===== src/rtl/dacfe_pkg.sv =====
package dacfe_pkg;
    // Action taken by the holding register on the next system clock.
    typedef enum logic [1:0] {
        HOLD_KEEP   = 2'd0,
        HOLD_FOLLOW = 2'd1,
        HOLD_ZERO   = 2'd2
    } hold_act_e;

    // Synchronizer depth shared by all asynchronous inputs.
    localparam int unsigned SYNC_STAGES = 2;
endpackage


===== src/rtl/dacfe_sync.sv =====
module dacfe_sync #(
    parameter int unsigned W = 4,
    parameter logic [W-1:0] RST_VAL = '0
) (
    input  logic         clk,
    input  logic         rst_n,
    input  logic [W-1:0] d,
    output logic [W-1:0] q
);
    typedef struct packed {
        logic [W-1:0] s1;
        logic [W-1:0] s2;
    } sync_t;

    sync_t st_d, st_q;

    always_comb begin
        st_d    = st_q;
        st_d.s1 = d;
        st_d.s2 = st_q.s1;
    end

    always_ff @(posedge clk or negedge rst_n) begin
        if (!rst_n) begin
            st_q.s1 <= RST_VAL;
            st_q.s2 <= RST_VAL;
        end else begin
            st_q <= st_d;
        end
    end

    assign q = st_q.s2;
endmodule


===== src/rtl/dacfe_shift.sv =====
module dacfe_shift #(
    parameter int unsigned N = 12
) (
    input  logic         clk,
    input  logic         rst_n,
    input  logic         sclk_s,
    input  logic         sdat_s,
    input  logic         ld_s,
    output logic [N-1:0] sr
);
    typedef struct packed {
        logic         sclk_prev;
        logic [N-1:0] word;
    } shift_t;

    shift_t st_d, st_q;
    logic   rise;

    always_comb begin
        st_d           = st_q;
        // Edge tracking runs all the time, so that a rising edge that
        // falls inside a load window is used up and not replayed later.
        st_d.sclk_prev = sclk_s;
        rise           = sclk_s & ~st_q.sclk_prev;
        if (rise && ld_s) begin
            st_d.word = {st_q.word[N-2:0], sdat_s};
        end
    end

    always_ff @(posedge clk or negedge rst_n) begin
        if (!rst_n) begin
            st_q <= '0;
        end else begin
            st_q <= st_d;
        end
    end

    assign sr = st_q.word;
endmodule


===== src/rtl/dacfe_hold.sv =====
module dacfe_hold
    import dacfe_pkg::*;
#(
    parameter int unsigned N = 12
) (
    input  logic         clk,
    input  logic         rst_n,
    input  logic         ld_s,
    input  logic         clr_s,
    input  logic [N-1:0] sr,
    output logic [N-1:0] code,
    output logic         upd
);
    typedef struct packed {
        logic [N-1:0] code;
        logic         upd;
    } hold_t;

    hold_t     st_d, st_q;
    hold_act_e act;

    always_comb begin
        // Clear wins over load; load low makes the register transparent.
        if (!clr_s)     act = HOLD_ZERO;
        else if (!ld_s) act = HOLD_FOLLOW;
        else            act = HOLD_KEEP;

        st_d = st_q;
        unique case (act)
            HOLD_ZERO:   st_d.code = '0;
            HOLD_FOLLOW: st_d.code = sr;
            default:     st_d.code = st_q.code;
        endcase
        st_d.upd = (st_d.code != st_q.code);
    end

    always_ff @(posedge clk or negedge rst_n) begin
        if (!rst_n) begin
            st_q <= '0;
        end else begin
            st_q <= st_d;
        end
    end

    assign code = st_q.code;
    assign upd  = st_q.upd;
endmodule


===== src/rtl/serdac_front.sv =====
module serdac_front #(
    parameter int unsigned N = 12
) (
    input  logic         clk,
    input  logic         rst_n,
    input  logic         ser_clk,
    input  logic         ser_data,
    input  logic         load_n,
    input  logic         clear_n,
    output logic [N-1:0] dac_code,
    output logic         code_upd
);
    // Bundle order: {clear_n, load_n, ser_data, ser_clk}
    localparam int unsigned NSIG = 4;
    localparam logic [NSIG-1:0] IDLE_LVL = 4'b1100;

    logic [NSIG-1:0] raw, synced;
    logic [N-1:0]    sr_q;

    assign raw = {clear_n, load_n, ser_data, ser_clk};

    dacfe_sync #(.W(NSIG), .RST_VAL(IDLE_LVL)) u_sync (
        .clk  (clk),
        .rst_n(rst_n),
        .d    (raw),
        .q    (synced)
    );

    dacfe_shift #(.N(N)) u_shift (
        .clk   (clk),
        .rst_n (rst_n),
        .sclk_s(synced[0]),
        .sdat_s(synced[1]),
        .ld_s  (synced[2]),
        .sr    (sr_q)
    );

    dacfe_hold #(.N(N)) u_hold (
        .clk  (clk),
        .rst_n(rst_n),
        .ld_s (synced[2]),
        .clr_s(synced[3]),
        .sr   (sr_q),
        .code (dac_code),
        .upd  (code_upd)
    );
endmodule


===== config.mk =====
export PLATFORM = sky130hd
export DESIGN_NAME = serdac_front
export DESIGN_NICKNAME = d
export VERILOG_FILES = /design/src/rtl/dacfe_pkg.sv /design/src/rtl/dacfe_sync.sv /design/src/rtl/dacfe_shift.sv /design/src/rtl/dacfe_hold.sv /design/src/rtl/serdac_front.sv
export SDC_FILE = /design/constraint.sdc
export NUM_CORES = 1
export LEC_CHECK = 0
export BUFFER_PORTS_ARGS = -buffer_cell sky130_fd_sc_hd__clkbuf_2
export CORE_ASPECT_RATIO = 0.75
export CORE_MARGIN = 2
export CORE_UTILIZATION = 40
export DETAILED_ROUTE_END_ITERATION = 7
export GPL_TIMING_DRIVEN = 0
export PLACE_DENSITY = 0.57
export SKIP_CTS_REPAIR_TIMING = 1
export SYNTH_ARGS = -nofsm -noshare
export SYNTH_HDL_FRONTEND = slang
export SYNTH_SLANG_ARGS = --single-unit

===== constraint.sdc =====
create_clock -name clk -period 3.1 [get_ports clk]
set_input_delay 0.155 -clock clk [delete_from_list [all_inputs] [get_ports clk]]
set_output_delay 0.155 -clock clk [all_outputs]
set_load 0.05 [all_outputs]

==> run metrics, run 1 <==
CTS tree=built; min cycle time layout=approximately 1.8 ns; Avg Vias per Cell=between 5 and 6; DRT Wirelength=2981 um; port buffer count=18; antenna viol nets, final=0; failing checks=negative hold slack; Setup crit end kind=register; antenna diode count=0; Peak Freq=about 570 MHz; final setup fails=0; GRT Overall Usage=between 15 and 20%; Setup WS pre-CTS=1.339 ns; DRT iter0 DRCs=110; Leakage=~0.84 nW; HP Class=input pin to async pin; DRT Pass-1 Iters=4; Max-Cap Viols=0; Post-route DRC=0; CP max stage delay=~0.52 ns; worst rel slew slack=between 40 and 50%; clock power share=between 30% and 40%; Placed Area=~0.0016 mm2; Final Instance Area=roughly 0.0017 mm2; Final TNS setup=0 ns; clock-pin transition on the worst setup and hold timing paths=0.06 ns; WP buf/inv=2; Crit path max-delay family=flip-flops; cell breakdown of the critical path=buf_4 > nand3b_1 > clkbuf_1 > nand2_1 > o21ai_0; crit-path max FO=10; vias in the first global route=970; RSZ-0062 raised after global routing=false; layout cells sized above 1=approximately a quarter; worst reg2reg setup slack=about 1.3 ns; Synth async-reset ratio=100.0%; Arr. time, crit path=1.91 ns; Max clock buf depth=2; PnR worst setup slack=1.331 ns; post-synth net total=around 130; Clock Latency Late Sink=~0.28 ns; total number of vias=around 1.0k; Post-synth EDFFs=0; # H-tree levels=2; Max stage delay cell, worst path=dfstp_2; Max VDD drop=roughly 320 uV; top_reg_cell synth=dfrtp_1; clock tree root buffer cell=clkbuf_8; final period utilization=57.05%; starting density of the core=42.58%; Die Ht=~56 um; top post-synthesis cells by area=dfrtp_1 (53%), mux2i_1 (8.4%), dfstp_2 (7.4%); Seq pwr share=a little under half; switching portion of total power=30.65%; syn avg cell area=between 10 and 15 um2; Int Pwr=roughly 810 uW; Yosys cell types=25; Reg-to-Reg End=u_shift.sr[10]; largest net degree at the start of global routing=35; Area Growth Syn to Fin=20.32%; fin. max-slew vios=0; critical path launch point type=register; antenna violations before repair=0; Syn Inst Count=approximately 130; leading area contributor after synthesis=dfrtp_1; total CTS buffers=5; number of placement rows=18; yosys warns=0; Sw Pwr=roughly 360 uW; final hold violation count=30; io pins=19; # fillers=300; post-synthesis sequential area ratio=approximately three fifths; Power Dens Cells=681.1 mW/mm2; Setup Skew=between 0.002 and 0.003 ns; share of the synthesized area in the top cell type=52.54%; die area=approximately 0.0041 mm2; outcome=complete, but fails checks; crit path kind=register to register; Sink Count=34; global-route wire length before repair=4988 um; Routed WL per cell=15.06 um; commonest non-fill, non-tap cell in the layout=dfrtp_1; most frequent cells in the layout=dfrtp_1 (30), clkbuf_2 (18), nor2_1 (16); CP required=between 3 and 4 ns; synthesized area=between 0.001 and 0.0015 mm2; HPWL after DPL=about 2000 um; Reg2Reg Depth=5; Storage cell area=roughly 860 um2; Gate power share=between 20% and 30%; Min Hold Slack=-0.03420 ns; Routability Congestion=around 0.78; fin nets=163; multi-input logic area=just under 500 um2; register bit count reported by yosys=34; Slew @ Worst Pin=about 0.83 ns; Die X=73.02 um; reg2reg start=u_sync.q[2]; CORE AREA=0.003356 mm2; GR Overflow Total=0
-- synthesized netlist by cell type, types with 2 or more instances --
| master | n |
|---|---|
| a21oi_1 | 2 |
| a222oi_1 | 2 |
| buf_4 | 3 |
| clkbuf_1 | 2 |
| dfrtp_1 | 30 |
| dfstp_2 | 4 |
| inv_1 | 13 |
| mux2_2 | 5 |
| mux2i_1 | 12 |
| nand2_1 | 8 |
| nor2_1 | 16 |
| o21ai_0 | 14 |
| o21ai_1 | 2 |
| o22ai_1 | 4 |
-- power by group through the flow --
stage          combinational (mW)  clock, mW  sequential, mW
3_3_place_gp                0.234          0           0.560
3_5_place_dp                0.239          0           0.564
6_report                    0.242      0.373           0.556
2_1_floorplan               0.117          0           0.614
5_1_grt                     0.266      0.407           0.566
4_1_cts                     0.240      0.383           0.555
-- layer usage --
metal,vias up,GRT usage [%],wire (um)
met2,19,21.24,1311
met4,0,6.349,23
met3,3,5.616,117
met1,523,25.09,1529
li1,497,-,-
met5,-,0,0
-- sequential cells by signal, summed over array words and instances, names as in the netlist --
name / flops
u_hold.upd: 1
u_sync.st_d: 4
u_hold.code: 12
u_shift.sr: 12
u_sync.q: 4
u_shift.st_q: 1
-- worst max-delay path by stage --
stage,from,to,cells after the start,slack [ns]
after global routing,u_sync.q[2],u_shift.sr[10],5,1.19
final,u_sync.q[2],u_shift.sr[10],5,1.33
after CTS,u_sync.q[2],u_shift.sr[6],5,1.33
after global placement,u_sync.q[2],u_shift.sr[10],5,1.38
after floorplan,u_hold.code[1],u_hold.upd,4,1.51
after detailed placement,u_sync.q[2],u_shift.sr[6],5,1.34
-- stage by stage --
step	cells	power [mW]	utilization, %	hold slack (ns)
floorplan	128	0.7304	-	-0.1406
global placement	186	0.7949	46.76	0.2441
detailed placement	186	0.8026	46.76	0.2452
CTS	194	1.179	50.04	-0.05253
global route	198	1.240	51.23	0.02422
finish	198	1.171	51.23	-0.03420
-- area by class of cell --
type	instances	area share (%)
Buffer	6	2.038
Clock buffer	8	6.405
Inverter	13	2.838
Multi-Input combinational cell	75	28.46
Sequential cell	34	49.78
Tap cell	40	2.911
Timing Repair Buffer	22	7.569
-- cell families (layout without fill, tap and decap cells) --
| family | count (synthesis) | in the layout | synth area share, % |
|---|---|---|---|
| buffers and inverters | 19 | 49 | 5.867 |
| and+or+nand+nor | 26 | 26 | 7.269 |
| DFF | 34 | 34 | 59.89 |
| muxes | 17 | 17 | 12.35 |
| AOI/OAI and AO/OA | 32 | 32 | 14.62 |
Note: power is estimated with default switching activity, not from simulation.
==> inputs of run 2 (changes only) <==
- PLACE_DENSITY: 0.57 -> 0.59
- clock period: 3.1 -> 1.5 ns (I/O delays scaled with it)
==> run metrics, run 2 (synthesis gave the netlist of run 1 again) <==
Routed WL per cell=14.89 um (was 15.06 um); Sink Count=34 (unchanged); busiest layer in global routing=met1 (unchanged); antenna diode count=0 (unchanged); Die X=73.02 um (unchanged); GR Overflow Total=0 (unchanged); CP required=1.68 ns (was 3.24 ns); Worst Hold End=u_sync.q[1]; commonest non-fill, non-tap cell in the layout=dfrtp_1 (unchanged); most frequent cells in the layout=dfrtp_1 (26), clkbuf_2 (18), nor2_1 (16) (was dfrtp_1 (30), clkbuf_2 (18), nor2_1 (16)); Int Pwr=1.618 mW (was 812.0 uW); CORE AREA=0.003356 mm2 (unchanged); Storage cell area=860.8 um2 (was 855.8 um2); routing usage on met1=24.33% (was 25.09%); io pins=19 (unchanged); Final Instance Area=0.001853 mm2 (was 0.001719 mm2); clock-pin transition on the worst setup and hold timing paths=0.07 ns (was 0.06 ns); Reg-to-Reg End=u_hold.upd (was u_shift.sr[10]); outcome=complete, but fails checks (unchanged); Leakage=0.8955 nW (was 0.8353 nW); total CTS buffers=5 (unchanged); total number of vias=1083 (was 1042); crit path kind=register to register (unchanged); global-route wire length before repair=4912 um (was 4988 um); DRT Pass-1 Iters=4 (unchanged); largest net degree at the start of global routing=35 (unchanged); fin nets=174 (was 163); Max clock buf depth=2 (unchanged); HPWL after DPL=2016 um (was 2029 um); Clock Latency Late Sink=0.29 ns (was 0.28 ns); PnR worst setup slack=-0.1904 ns (was 1.331 ns); Setup Skew=0.005225 ns (was 0.002778 ns); Placed Area=0.001582 mm2 (was 0.001569 mm2); Final Power=2.378 mW (was 1.171 mW); RSZ-0062 raised after global routing=true (was false); # fillers=294 (was 300); multi-input logic area=493.0 um2 (was 489.2 um2); Power Dens Cells=1283 mW/mm2 (was 681.1 mW/mm2); Avg Vias per Cell=5.182 (was 5.263); antenna viol nets, final=0 (unchanged); DRT iter0 DRCs=67 (was 110); antenna violations before repair=0 (unchanged); Arr. time, crit path=1.87 ns (was 1.91 ns); final hold violation count=0 (was 30); failing checks=negative setup slack (was negative hold slack); GRT met3 Usage=6.522% (was 5.616%); starting density of the core=42.58% (unchanged); clock tree root buffer cell=clkbuf_8 (unchanged); Post-route DRC=0 (unchanged); worst rel slew slack=46.05% (was 44.77%); die area=0.004071 mm2 (unchanged); min cycle time layout=1.690 ns (was 1.769 ns); Max stage delay cell, worst path=dfstp_2 (unchanged); Peak Freq=591.6 MHz (was 565.4 MHz); critical path launch point type=register (unchanged); Setup crit end kind=register (unchanged); layout cells sized above 1=33.14% (was 25.95%); HP Class=register to register (was input pin to async pin); Die Ht=55.76 um (unchanged); Max-Cap Viols=0 (unchanged); worst reg2reg setup slack=-0.19 ns (was 1.33 ns); vias in the first global route=958 (was 970); Slew @ Worst Pin=0.8092 ns (was 0.8284 ns); reg2reg start=u_sync.q[2] (unchanged); Seq pwr share=48.6% (was 47.5%); Area Growth Syn to Fin=29.68% (was 20.32%); Hold Path Cell Cnt=0; Finished Core Util=55.22% (was 51.23%); clock power share=28.8% (was 31.9%); DRT Wirelength=3113 um (was 2981 um); cell breakdown of the critical path=buf_6 > o21ai_2 > a22o_1 > a221oi_2 > o2111ai_1 > a211o_1 (was buf_4 > nand3b_1 > clkbuf_1 > nand2_1 > o21ai_0); worst hold start=u_sync.st_d[1]; CP max stage delay=0.53 ns (was 0.52 ns); M2 GR Usage=20.72% (was 21.24%); GRT Overall Usage=16.07% (was 16.49%); Sw Pwr=760.3 uW (was 358.9 uW); Routability Congestion=0.7870 (was 0.7847); # H-tree levels=2 (unchanged); final setup fails=1 (was 0); number of placement rows=18 (unchanged); port buffer count=18 (unchanged); crit-path max FO=8 (was 10); Max VDD drop=733.9 uV (was 319.3 uV); CTS tree=built (unchanged); fin. max-slew vios=0 (unchanged); Gate power share=22.6% (was 20.7%); final period utilization=112.7% (was 57.05%); switching portion of total power=31.97% (was 30.65%); Reg2Reg Depth=6 (was 5); Setup WS pre-CTS=-0.2717 ns (was 1.339 ns)
==> run 2: stage by stage <==
stage	hold WS [ns]	instances	setup TNS [ns]
floorplan	-0.2206	128	-0.04012
global placement	0.1638	186	-1.657
detailed placement	0.1667	186	-2.527
CTS	-0.1360	194	-2.957
global route	0.3595	209	-0.2377
finish	0.3496	209	-0.1904
==> run 2: critical path: cells and delay by family (launching register included) <==
family,cells,cell delay (ns)
buffers and inverters,1,0.13
flip-flops,1,0.53
AO/OA/AOI/OAI,5,0.92
==> run 2: cell type report <==
type                            count  area share [%]
Buffer                              6           3.714
Tap cell                           40           2.701
Inverter                           13           2.633
Multi-Input combinational cell     75           26.60
Sequential cell                    34           46.46
Clock inverter                      1          0.2701
Clock buffer                        7           4.659
Timing Repair Buffer               33           12.96
==> run 2: worst max-delay path by stage <==
stage                 from        endpoint  slack [ns]  cells after the start
2_1_floorplan  u_sync.q[2]      u_hold.upd       -0.04                      6
3_5_place_dp   u_sync.q[2]   u_shift.sr[7]       -0.27                      5
4_1_cts        u_sync.q[2]   u_shift.sr[7]       -0.29                      5
3_3_place_gp   u_sync.q[2]  u_shift.sr[10]       -0.20                      5
5_1_grt        u_sync.q[2]      u_hold.upd       -0.24                      6
6_report       u_sync.q[2]      u_hold.upd       -0.19                      6
==> run 2: power by group through the flow <==
stage               logic (mW)  clock network [mW]  registers, mW
finish                   0.538               0.685           1.16
global route             0.590               0.749           1.17
CTS                      0.499               0.695           1.15
detailed placement       0.496                   0           1.17
global placement         0.486                   0           1.16
floorplan                0.243                   0           1.27
==> run 2: per-layer routing <==
| layer | up-vias | wire length, um | share of wire, % |
|---|---|---|---|
| met2 | 19 | 1334 | 43 |
| met1 | 539 | 1615 | 52 |
| li1 | 520 | - | - |
| met4 | 0 | 35 | 1.1 |
| met5 | - | 0 | 0 |
| met3 | 5 | 128 | 4.1 |
==> inputs of run 3 (changes only) <==
- CAP_MARGIN: unset -> 15
- CTS_CLUSTER_DIAMETER: unset -> 60
- PLACE_DENSITY: 0.59 -> 0.57
- clock period: 1.5 -> 1.7 ns (I/O delays scaled with it)
==> run metrics, run 3 (synthesis gave the netlist of run 1 again) <==
CORE AREA=0.003356 mm2 (unchanged); Slew @ Worst Pin=0.8363 ns (was 0.8092 ns); Sink Count=34 (unchanged); global-route wire length before repair=4988 um (was 4912 um); Reg2Reg Depth=5 (was 6); Worst Hold End=u_sync.q[1] (unchanged); CP required=1.86 ns (was 1.68 ns); Reg-to-Reg End=u_hold.upd (unchanged); Final Power=2.155 mW (was 2.378 mW); port buffer count=18 (unchanged); Placed Area=0.001569 mm2 (was 0.001582 mm2); outcome=complete, no violations (was complete, but fails checks); Clock Latency Late Sink=0.28 ns (was 0.29 ns); antenna violations before repair=0 (unchanged); Gate power share=21.0% (was 22.6%); Setup crit end kind=register (unchanged); GR Overflow Total=0 (unchanged); CTS tree=built (unchanged); Max-Cap Viols=0 (unchanged); clock power share=31.7% (was 28.8%); fin nets=170 (was 174); crit path kind=register to register (unchanged); reg2reg start=u_sync.q[2] (unchanged); DRT Pass-1 Iters=4 (unchanged); Peak Freq=589.5 MHz (was 591.6 MHz); Min Hold Slack=0.3546 ns (was 0.3496 ns); Area Growth Syn to Fin=24.78% (was 29.68%); Die Ht=55.76 um (unchanged); final period utilization=99.79% (was 112.7%); switching portion of total power=30.82% (was 31.97%); Max clock buf depth=2 (unchanged); clock tree root buffer cell=clkbuf_8 (unchanged); Routed WL per cell=15.08 um (was 14.89 um); min cycle time layout=1.696 ns (was 1.690 ns); Arr. time, crit path=1.86 ns (was 1.87 ns); GRT Overall Usage=16.49% (was 16.07%); Final Instance Area=0.001783 mm2 (was 0.001853 mm2); number of placement rows=18 (unchanged); total CTS buffers=5 (unchanged); DRT Wirelength=3091 um (was 3113 um); io pins=19 (unchanged); most frequent cells in the layout=dfrtp_1 (30), clkbuf_2 (18), nor2_1 (16) (was dfrtp_1 (26), clkbuf_2 (18), nor2_1 (16)); worst hold start=u_sync.st_d[1] (unchanged); Avg Vias per Cell=5.180 (was 5.182); die area=0.004071 mm2 (unchanged); Setup Skew=0.002633 ns (was 0.005225 ns); RSZ-0062 raised after global routing=true (unchanged); largest net degree at the start of global routing=35 (unchanged); worst reg2reg setup slack=0.004 ns (was -0.19 ns); Power Dens Cells=1209 mW/mm2 (was 1283 mW/mm2); antenna viol nets, final=0 (unchanged); Int Pwr=1.491 mW (was 1.618 mW); HPWL after DPL=2029 um (was 2016 um); worst rel slew slack=44.24% (was 46.05%); Final TNS setup=0 ns (was -0.1904 ns); final hold violation count=0 (unchanged); starting density of the core=42.58% (unchanged); # H-tree levels=2 (unchanged); fin. max-slew vios=0 (unchanged); layout cells sized above 1=29.09% (was 33.14%); Hold Path Cell Cnt=0 (unchanged); Die X=73.02 um (unchanged); Routability Congestion=0.7847 (was 0.7870); critical path launch point type=register (unchanged); commonest non-fill, non-tap cell in the layout=dfrtp_1 (unchanged); HP Class=register to register (unchanged); vias in the first global route=970 (was 958); DRT iter0 DRCs=89 (was 67); clock-pin transition on the worst setup and hold timing paths=0.06 ns (was 0.07 ns); origin of the worst setup path=u_sync.q[2] (unchanged); Seq pwr share=47.3% (was 48.6%); Leakage=0.8694 nW (was 0.8955 nW); Sw Pwr=664.4 uW (was 760.3 uW); crit-path max FO=8 (unchanged); total number of vias=1062 (was 1083); Post-route DRC=0 (unchanged); antenna diode count=0 (unchanged); final setup fails=0 (was 1); Max VDD drop=583.3 uV (was 733.9 uV)
## run 3: cell count changes in the layout (fill, tap and decap cells not counted), sizes merged
cell	previous run	this run
buf	14	10
clkinv	1	0
clkbuf	27	28
## run 3: power by group through the flow
stage / Combinational [mW] / Sequential (mW) / Clock, mW
final: 0.453 / 1.02 / 0.684
after global routing: 0.496 / 1.04 / 0.743
after detailed placement: 0.435 / 1.03 / 0
after floorplan: 0.213 / 1.12 / 0
after CTS: 0.438 / 1.01 / 0.699
after global placement: 0.428 / 1.02 / 0
## run 3: worst max-delay path by stage
stage / end / slack, ns / cells after the start
finish: u_hold.upd / 0.004 / 5
global route: u_hold.upd / -0.06 / 5
CTS: u_shift.sr[6] / -0.07 / 5
detailed placement: u_shift.sr[6] / -0.06 / 5
global placement: u_shift.sr[10] / -0.02 / 5
floorplan: u_hold.upd / 0.11 / 4
## run 3: layer usage
metal / GRT usage [%] / vias to the layer above / part of all wire, %
met5: 0 / - / 0
met4: 6.349 / 0 / 1.1
met3: 5.616 / 5 / 4.1
met2: 21.24 / 25 / 43
met1: 25.09 / 521 / 52
li1: - / 511 / -
## run 3: through the flow
step | setup WS [ns] | instances | util [%]
global placement | -0.01880 | 186 | 46.76
floorplan | 0.1067 | 128 | -
finish | 0.003625 | 205 | 53.13
detailed placement | -0.06150 | 186 | 46.76
CTS | -0.07144 | 194 | 50.04
global route | -0.05623 | 205 | 53.13
## run 3: critical path, stage by stage (launching register included)
cell and delay (ns):
dfstp_2 0.63, buf_6 0.15, o21ai_2 0.05, a222oi_1 0.37, o211ai_1 0.14, a211o_1 0.25
## run 3: final cells by class
type	instances	area (um2)
multi-input cells	75	493.0
well taps	40	50.05
inverters	13	48.80
clock buffers	8	110.1
fillers	302	1573
flip-flops and latches	34	855.8
plain buffers	5	35.03
repair buffers	30	190.2
